File: config.mk
export PLATFORM = sky130hd
export DESIGN_NAME = adc_host_reader
export DESIGN_NICKNAME = d
export VERILOG_FILES = /design/src/rtl/adc_host_pkg.sv /design/src/rtl/adc_sclk_div.sv /design/src/rtl/adc_rx_check.sv /design/src/rtl/adc_host_reader.sv
export SDC_FILE = /design/constraint.sdc
export NUM_CORES = 1
export LEC_CHECK = 0
export ABC_AREA = 1
export BUFFER_PORTS_ARGS = -buffer_cell sky130_fd_sc_hd__clkbuf_2
export CAP_MARGIN = 30
export CORE_ASPECT_RATIO = 1.75
export CORE_MARGIN = 4
export CORE_UTILIZATION = 30
export CTS_CLUSTER_SIZE = 25
export DETAILED_ROUTE_END_ITERATION = 6
export PLACE_DENSITY = 0.53
export SKIP_CTS_REPAIR_TIMING = 1
export SLEW_MARGIN = 20
export SYNTH_ARGS = -nofsm -noshare
export SYNTH_HDL_FRONTEND = slang
export SYNTH_SLANG_ARGS = --single-unit
File: constraint.sdc
create_clock -name clk -period 6.3 [get_ports clk]
set_clock_uncertainty 0.1 [all_clocks]
set_input_delay 0.63 -clock clk [delete_from_list [all_inputs] [get_ports clk]]
set_output_delay 0.63 -clock clk [all_outputs]
set_load 0.02 [all_outputs]
File: src/rtl/adc_host_pkg.sv
package adc_host_pkg;
    typedef enum logic [1:0] {
        ST_IDLE,
        ST_SHIFT,
        ST_TAIL,
        ST_GAP
    } host_state_e;

    // start bit plus mode bit plus odd/sign bit
    localparam int ADDR_BITS = 3;
endpackage

File: src/rtl/adc_sclk_div.sv
module adc_sclk_div #(
    parameter int DIV_W = 16
) (
    input  logic             clk,
    input  logic             rst_n,
    input  logic             run,
    input  logic             rise_en,
    input  logic [DIV_W-1:0] half,
    output logic             sclk,
    output logic             tick_hi,
    output logic             tick_lo
);
    logic [DIV_W-1:0] cnt;
    logic             tick;

    assign tick    = run && (cnt == half - DIV_W'(1));
    assign tick_hi = tick && sclk;
    assign tick_lo = tick && !sclk;

    always_ff @(posedge clk) begin
        if (!rst_n || !run) begin
            cnt  <= '0;
            sclk <= 1'b0;
        end else begin
            cnt <= tick ? '0 : cnt + DIV_W'(1);
            if (tick_hi || (tick_lo && rise_en))
                sclk <= ~sclk;
        end
    end
endmodule

File: src/rtl/adc_rx_check.sv
module adc_rx_check #(
    parameter int RES_W = 8,
    parameter int IDX_W = 5
) (
    input  logic             clk,
    input  logic             rst_n,
    input  logic             clear,
    input  logic             sample,
    input  logic [IDX_W-1:0] idx,
    input  logic             din,
    output logic [RES_W-1:0] result,
    output logic             mis_now,
    output logic             frame_now
);
    localparam int SETTLE_IDX = adc_host_pkg::ADDR_BITS + 1;
    localparam int RES_LAST   = SETTLE_IDX + RES_W;
    localparam int REP_LAST   = RES_LAST + RES_W - 1;
    localparam int POS_W      = $clog2(RES_W);

    logic             in_res, in_rep, is_settle;
    logic             mis_q, frm_q;
    logic [POS_W-1:0] rep_pos;

    assign in_res    = (idx > IDX_W'(SETTLE_IDX)) && (idx <= IDX_W'(RES_LAST));
    assign in_rep    = (idx > IDX_W'(RES_LAST)) && (idx <= IDX_W'(REP_LAST));
    assign is_settle = (idx == IDX_W'(SETTLE_IDX));
    assign rep_pos   = POS_W'(idx - IDX_W'(RES_LAST));

    // replay edge k after the result maps onto result bit k
    assign mis_now   = mis_q | (sample && in_rep && (din != result[rep_pos]));
    assign frame_now = frm_q | (sample && is_settle && din);

    always_ff @(posedge clk) begin
        if (!rst_n || clear) begin
            result <= '0;
            mis_q  <= 1'b0;
            frm_q  <= 1'b0;
        end else begin
            if (sample && in_res)
                result <= {result[RES_W-2:0], din};
            mis_q <= mis_now;
            frm_q <= frame_now;
        end
    end
endmodule

File: src/rtl/adc_host_reader.sv
module adc_host_reader #(
    parameter int CLK_HZ = 50_000_000,
    parameter int DIV_W  = 16,
    parameter int RES_W  = 8
) (
    input  logic             clk,
    input  logic             rst_n,
    input  logic             req,
    input  logic             req_single,
    input  logic             req_odd,
    input  logic [DIV_W-1:0] req_half,
    output logic             ready,
    output logic             cfg_err,
    output logic             cs_n,
    output logic             sclk,
    output logic             di,
    input  logic             do_in,
    output logic             rd_valid,
    output logic [RES_W-1:0] rd_data,
    output logic             rd_mismatch,
    output logic             rd_frame_err
);
    import adc_host_pkg::*;

    // phase >= 250 ns and period <= 100 us
    localparam int MIN_HALF    = (CLK_HZ + 3_999_999) / 4_000_000;
    localparam int MAX_HALF    = CLK_HZ / 20_000;
    localparam int FRAME_RISES = ADDR_BITS + 2 * RES_W;
    localparam int CNT_W       = $clog2(FRAME_RISES + 1);

    host_state_e      state, nxt;
    logic [DIV_W-1:0] half_q;
    logic             single_q, odd_q;
    logic [CNT_W-1:0] rcnt;
    logic             gap_cnt;
    logic             tick_hi, tick_lo, rise, last_rise;
    logic             accept, bad_div;
    logic [RES_W-1:0] res_bits;
    logic             mis_now, frm_now;

    assign ready     = (state == ST_IDLE);
    assign accept    = req && ready;
    assign bad_div   = (req_half < DIV_W'(MIN_HALF)) || (req_half > DIV_W'(MAX_HALF));
    assign rise      = tick_lo && (state == ST_SHIFT);
    assign last_rise = rise && (rcnt == CNT_W'(FRAME_RISES - 1));

    adc_sclk_div #(.DIV_W(DIV_W)) u_div (
        .clk     (clk),
        .rst_n   (rst_n),
        .run     (state != ST_IDLE),
        .rise_en (state == ST_SHIFT),
        .half    (half_q),
        .sclk    (sclk),
        .tick_hi (tick_hi),
        .tick_lo (tick_lo)
    );

    adc_rx_check #(.RES_W(RES_W), .IDX_W(CNT_W)) u_rx (
        .clk       (clk),
        .rst_n     (rst_n),
        .clear     (state == ST_IDLE),
        .sample    (rise),
        .idx       (rcnt + CNT_W'(1)),
        .din       (do_in),
        .result    (res_bits),
        .mis_now   (mis_now),
        .frame_now (frm_now)
    );

    always_comb begin
        nxt = state;
        unique case (state)
            ST_IDLE:  if (accept && !bad_div)   nxt = ST_SHIFT;
            ST_SHIFT: if (last_rise)            nxt = ST_TAIL;
            ST_TAIL:  if (tick_lo)              nxt = ST_GAP;
            ST_GAP:   if (tick_lo && gap_cnt)   nxt = ST_IDLE;
        endcase
    end

    always_ff @(posedge clk) begin
        if (!rst_n) state <= ST_IDLE;
        else        state <= nxt;
    end

    always_ff @(posedge clk) begin
        if (!rst_n) begin
            cs_n         <= 1'b1;
            di           <= 1'b0;
            cfg_err      <= 1'b0;
            rd_valid     <= 1'b0;
            rd_data      <= '0;
            rd_mismatch  <= 1'b0;
            rd_frame_err <= 1'b0;
            rcnt         <= '0;
            gap_cnt      <= 1'b0;
            half_q       <= DIV_W'(MIN_HALF);
            single_q     <= 1'b0;
            odd_q        <= 1'b0;
        end else begin
            cfg_err  <= 1'b0;
            rd_valid <= 1'b0;
            unique case (state)
                ST_IDLE: begin
                    rcnt    <= '0;
                    gap_cnt <= 1'b0;
                    if (accept) begin
                        if (bad_div) begin
                            cfg_err <= 1'b1;
                        end else begin
                            cs_n     <= 1'b0;
                            di       <= 1'b1;
                            half_q   <= req_half;
                            single_q <= req_single;
                            odd_q    <= req_odd;
                        end
                    end
                end
                ST_SHIFT: begin
                    if (rise)
                        rcnt <= rcnt + CNT_W'(1);
                    if (tick_hi) begin
                        if (rcnt == CNT_W'(1))      di <= single_q;
                        else if (rcnt == CNT_W'(2)) di <= odd_q;
                        else                        di <= 1'b0;
                    end
                    if (last_rise) begin
                        rd_valid     <= 1'b1;
                        rd_data      <= res_bits;
                        rd_mismatch  <= mis_now;
                        rd_frame_err <= frm_now;
                    end
                end
                ST_TAIL: begin
                    if (tick_lo) cs_n <= 1'b1;
                end
                ST_GAP: begin
                    if (tick_lo) gap_cnt <= 1'b1;
                end
            endcase
        end
    end
endmodule

==> results by group, run 1 <==
Layout
  – Commonest non-fill, non-tap cell in the layout: nand2_1
  – FF/Latch Area: 1341 um2
  – Most frequent cells in the layout: nand2_1, nor2_1, inv_1, dfxtp_1, o21ai_0
  – Layout area overhead: 15.69%
  – Layout cells sized above 1: 12.83%
  – Final Net Count: 597
  – Area occupied by multi-input gates: 1911 um2
  – FILL cells: 1273
  – Antenna diodes: 0

STA
  – Hold Vio Cnt, Final: 0
  – Worst-Margin Slew: 781.2 ps
  – RSZ-0062 raised after global routing: no
  – Fmax: 330.2 MHz
  – Period minus WS final: 3028 ps
  – Fin. max-slew vios: 0
  – Final Setup Violations: 0
  – Final worst setup slack: 3272 ps
  – TNS Setup: 0 ps
  – Worst slew margin: 47.73%
  – Tcrit/Tclk final: 48.07%

Yosys
  – Synth Cell Area: 3588 um2
  – Post-synthesis sequential area ratio: 37.38%
  – Mapped Cells: 529
  – Syn Nets: 561
  – Top cells by area, synth: dfxtp_1, nand2_1, nor2_1
  – Netlist cell types: 34
  – Syn avg cell area: 6.783 um2
  – Yosys top cell by area: dfxtp_1
  – Synth top area share: 37.38%
  – FF+latch count, synth: 67
  – Yosys warnings: 0

Placed design
  – Final HPWL DP: 7.747 mm
  – Placement Setup Slack: 3023 ps
  – PortBufs: 37
  – Routability cong.: 0.8985

Drt
  – Number of remaining DRC errors: 0
  – Vias/cell: 4.761
  – Routed len/inst: 13.62 um
  – Routed wire length: 9.591 mm
  – Vias: 3352
  – Iter 0 DRT Violations: 116
  – Detail Route Antenna Nets: 0
  – First drt pass iteration count: 4

Worst setup path
  – WP depth: 17
  – Worst path max stage delay: 540 ps
  – Cells along the critical path: inv_1 -> ha_1 -> nand2_1 -> nor2_1 -> nand2_1 -> nand2_1 -> nand2_1 -> nand2_1 -> nand4_1 -> nor2_2 -> nand3_2 -> inv_2 -> nand2_4 -> nor2_2 -> inv_1 -> nor2_1 -> nor2_1
  – Worst Path Max Fanout: 20
  – Crit path kind: flop to flop
  – Cell mode on critical path: nand2_1
  – Critical path's top delay family: simple AND/OR/NAND/NOR gates
  – R2R cell count: 17
  – CP bufs+invs: 3
  – Slowest CP cell: nor2_2
  – Crit end category: flop
  – Critical path data arrival time: 3150 ps
  – Data required, critical path: 6420 ps
  – Startpoint Class: flop

GRT
  – Initial antenna violation count: 0
  – GRT Residual Overflow: 0
  – Total GRT Usage: 14.53%
  – First-pass GRT wire length: 15.93 mm
  – Largest net degree at the start of global routing: 32
  – Number of global-route vias before repair: 3409

Floorplan
  – Chip height: 152.7 um
  – Core Region: 11650 um2
  – # IOs: 38
  – Die Wd: 90.68 um
  – Initial core utilization: 30.81%
  – Site row count: 52
  – Die area: 13840 um2

Power and ir drop
  – Net Switching: 0.0002967 W
  – Switching Share: 28.09%
  – P_leak: 1.895 nW
  – Clock network fraction of total power: 43.0%
  – Sequential Power Share: 42.5%
  – Pint: 0.0007594 W
  – Max IR drop VDD: 0.0001817 V
  – Pwr Density: 254.4 nW/um2
  – Combinational share of power: 14.5%

Clock network
  – H-tree levels: 3
  – CTS root buf: clkbuf_16
  – CTS Buffer Depth: 2
  – CTS tree: yes
  – CTS buffer count: 9
  – Clock-pin slew on the worst setup and hold paths: 60 ps
  – Worst skew pair latency: 320 ps
  – Clock tree sinks: 67

Job
  – Max-cap violations: 0

Outcome
  – Outcome: finished clean

Min path
  – WHS Path Cells: 2
  – Hold Crit Class: flop to flop
[flip-flops by register name, summed over array words and instances (netlist names), 2 cells and up]
register and count:
half_q 16, u_div.cnt 16, rd_data 8, u_rx.result 8, rcnt 5, state 2
[routing by layer]
layer	GRT usage, %	share of wire [%]	vias up
li1	-	-	1764
met1	14.29	38	1493
met2	27.22	54	66
met3	2.964	3.4	29
met4	8.985	5.1	0
met5	0	0	-
[path summary, 6_finish.rpt]
kind                                              from                        end  slack (ps)
worst min register to register   u_rx.frm_q$_SDFF_PP0_      u_rx.frm_q$_SDFF_PP0_         360
worst max-delay path            half_q[0]$_SDFFE_PN1P_  rd_frame_err$_SDFFE_PN0P_        3270
worst min-delay path             u_rx.frm_q$_SDFF_PP0_      u_rx.frm_q$_SDFF_PP0_         360
worst max register to register  half_q[0]$_SDFFE_PN1P_  rd_frame_err$_SDFFE_PN0P_        3270
[synthesized netlist by cell type]
master and instances:
nand3_2 1, nor2_4 2, inv_2 2, nand3_1 23, dfxtp_1 67, buf_2 1
nor4_1 1, a21oi_1 37, nor3_1 9, nand3b_1 4, a2111oi_0 1, o21bai_1 1
o21ai_0 40, nand2_2 4, buf_4 2, xnor2_1 6, nor3b_1 8, clkbuf_1 8
inv_1 69, nor2_2 7, nand4_1 9, o22ai_1 1, ha_1 10, o211ai_1 5
clkinv_4 1, o21ai_1 4, xor2_1 11, nand2_4 2, and3_1 1, or2_2 3
buf_6 1, nand2_1 112, nor2_1 75, o21a_1 1
[worst reg2reg max path: stages, from the launching register on]
cell	delay, ps
dfxtp_1	310
inv_1	110
ha_1	220
nand2_1	110
nor2_1	210
nand2_1	90
nand2_1	90
nand2_1	50
nand2_1	60
nand4_1	130
nor2_2	220
nand3_2	130
inv_2	100
nand2_4	90
nor2_2	550
inv_1	120
nor2_1	180
nor2_1	50
[power groups by stage]
| stage | Sequential (W) | Combinational, W | Clock, W |
|---|---|---|---|
| 3_5_place_dp | 0.000459 | 0.000156 | 0 |
| 4_1_cts | 0.000449 | 0.000156 | 0.000471 |
| 5_1_grt | 0.000451 | 0.000175 | 0.000486 |
| 2_1_floorplan | 0.000462 | 0.000103 | 0 |
| 3_3_place_gp | 0.000458 | 0.000154 | 0 |
| 6_report | 0.000449 | 0.000153 | 0.000454 |
[cell type report]
cell class	count	share of cell area, %
clock buffer	11	5.847
clock inverter	4	0.6631
multi-input combinational	378	46.02
timing repair buffer	37	4.461
tap	135	4.069
inverter	72	6.631
sequential	67	32.31
[cells by family (layout without fill, tap and decap cells)]
family,after synthesis,in the layout,synth area share (%)
AND/OR/NAND/NOR,261,261,32.43
AO/OA/AOI/OAI,90,90,13.18
buffers and inverters,84,124,9.379
flip-flops,67,67,37.38
XOR/XNOR,17,17,4.149
adder cells (fa/ha/maj),10,10,3.487
[per-stage QoR]
step | cell area [um2] | util (%) | power, W | cells | hold WS, ps
4_1_cts | 4151 | 35.65 | 0.001077 | 704 | 360.1
2_1_floorplan | 3588 | - | 0.0005656 | 529 | 326.3
3_3_place_gp | 3881 | 33.33 | 0.0006120 | 689 | 345.6
6_report | 4151 | 35.65 | 0.001056 | 704 | 359.0
5_1_grt | 4151 | 35.65 | 0.001113 | 704 | 377.2
3_5_place_dp | 3881 | 33.33 | 0.0006146 | 689 | 350.1
(Power assumes the default switching activity.)
==> run 2: changes to the inputs <==
- PLACE_DENSITY: 0.53 -> 0.55
- clock period: 6.3 -> 2.5 ns (I/O delays scaled with it)
==> results by group, run 2 (same netlist as run 1, synthesis figures left out) <==
GRT
  – First-pass GRT wire length: 15.75 mm
  – Total GRT Usage: 14.24%
  – GRT Residual Overflow: 0
  – Number of global-route vias before repair: 3468
  – Initial antenna violation count: 0
  – Largest net degree at the start of global routing: 31

Drt
  – Vias/cell: 4.788
  – Detail Route Antenna Nets: 0
  – First drt pass iteration count: 4
  – Routed wire length: 9.926 mm
  – Routed len/inst: 13.63 um
  – Iter 0 DRT Violations: 151
  – Vias: 3486
  – Number of remaining DRC errors: 0

Power and ir drop
  – Clock network fraction of total power: 46.5%
  – Net Switching: 0.0007858 W
  – Switching Share: 26.29%
  – Max IR drop VDD: 0.0004481 V
  – P_leak: 2.087 nW
  – Pint: 0.002203 W
  – Combinational share of power: 15.5%
  – Pwr Density: 657.1 nW/um2
  – Sequential Power Share: 38.0%

STA
  – Final Setup Violations: 0
  – Tcrit/Tclk final: 97.03%
  – Worst slew margin: 67.30%
  – Worst-Margin Slew: 488.8 ps
  – TNS Setup: 0 ps
  – Hold Vio Cnt, Final: 0
  – Period minus WS final: 2426 ps
  – RSZ-0062 raised after global routing: yes
  – Fin. max-slew vios: 0
  – Fmax: 412.2 MHz

Min path
  – Hold Path Origin: req_half[2]
  – WHS Path Cells: 3
  – WHS Endpoint: half_q[2]$_SDFFE_PN1P_
  – Hold Crit Class: input port to flop

Layout
  – Most frequent cells in the layout: nand2_1, nor2_1, inv_1, dfxtp_1, clkbuf_2
  – Final Net Count: 620
  – Commonest non-fill, non-tap cell in the layout: nand2_1
  – Layout area overhead: 26.74%
  – Layout cells sized above 1: 20.91%
  – Post-layout util: 39.05%
  – Largest registers: half_q (16), u_div.cnt (16)
  – Antenna diodes: 0

Clock network
  – H-tree levels: 3
  – Clock tree sinks: 67
  – Clock-pin slew on the worst setup and hold paths: 60 ps
  – CTS Buffer Depth: 2
  – CTS buffer count: 9
  – CTS tree: yes
  – Worst skew pair latency: 340 ps
  – CTS root buf: clkbuf_16

Floorplan
  – Chip height: 152.7 um
  – Site row count: 52
  – Die area: 13840 um2
  – Initial core utilization: 30.81%
  – Die Wd: 90.68 um
  – # IOs: 38
  – Core Region: 11650 um2

Worst setup path
  – R2r setup slk: 70 ps
  – Crit path kind: flop to flop
  – Critical path data arrival time: 2590 ps
  – Reg2reg end: rd_frame_err$_SDFFE_PN0P_
  – R2r startpoint: half_q[0]$_SDFFE_PN1P_
  – Startpoint Class: flop
  – Critical path's top delay family: simple AND/OR/NAND/NOR gates
  – Slowest CP cell: dfxtp_2
  – R2R cell count: 17
  – Cells along the critical path: inv_2 -> ha_4 -> nand2_2 -> nor2_4 -> nand3b_1 -> nand2_1 -> nand2_1 -> nor2_1 -> nand2_1 -> nor2_4 -> nand3_2 -> inv_2 -> nand2_4 -> nor2_4 -> clkbuf_16 -> o21ai_0 -> nor2_1
  – CP bufs+invs: 3
  – Data required, critical path: 2660 ps
  – Crit end category: flop
  – Worst path max stage delay: 320 ps
  – Worst Path Max Fanout: 10

Outcome
  – Outcome: finished clean

Placed design
  – Final HPWL DP: 7.533 mm
  – Routability cong.: 0.8426
  – PortBufs: 37

Job
  – Max-cap violations: 0
[run 2: how the worst max path moves through the flow]
stage,start,endpoint,slack (ps),cells after the start
floorplan,state[0]$_SDFFE_PN0P_,rd_frame_err$_SDFFE_PN0P_,160,18
global placement,half_q[0]$_SDFFE_PN1P_,rd_frame_err$_SDFFE_PN0P_,80,18
CTS,half_q[0]$_SDFFE_PN1P_,rd_frame_err$_SDFFE_PN0P_,6,18
detailed placement,half_q[0]$_SDFFE_PN1P_,rd_frame_err$_SDFFE_PN0P_,50,18
global route,half_q[1]$_SDFFE_PN0P_,rd_data[0]$_SDFFE_PN0P_,-80,18
finish,half_q[0]$_SDFFE_PN1P_,rd_frame_err$_SDFFE_PN0P_,70,17
[run 2: worst min-delay path: stages]
cell and delay [ps]:
clkbuf_2 90, nand2_1 50, o211ai_1 70
[run 2: per-stage QoR]
step	cell area [um2]	hold WS [ps]	worst slack [ps]	total power, W	std cells
floorplan	3588	280.4	158.9	0.001425	529
global placement	4034	338.9	82.39	0.001584	706
detailed placement	4034	351.3	46.56	0.001587	706
CTS	4363	50.96	6.414	0.002987	722
global route	4548	79.00	-79.46	0.003125	728
finish	4548	52.63	74.27	0.002989	728
[run 2: layout make-up]
type / count / area [um2]
Fill cell: 1215 / 7098
Multi-Input combinational cell: 378 / 2006
Sequential cell: 67 / 1351
Timing Repair Buffer: 60 / 417.9
Inverter: 72 / 275.3
Clock buffer: 12 / 256.5
Tap cell: 135 / 168.9
Clock inverter: 4 / 72.57
[run 2: layer usage]
layer  track usage, %  part of all wire [%]
met5                0                     0
met1            13.46                    38
met2            27.82                    55
met4            7.232                   3.3
met3            3.211                   3.2
[run 2: power groups by stage]
stage	clock network (W)	registers, W	logic, W
CTS	0.00142	0.00113	0.000432
detailed placement	0	0.00116	0.000430
global route	0.00146	0.00114	0.000522
finish	0.00139	0.00114	0.000463
floorplan	0	0.00116	0.000261
global placement	0	0.00116	0.000428
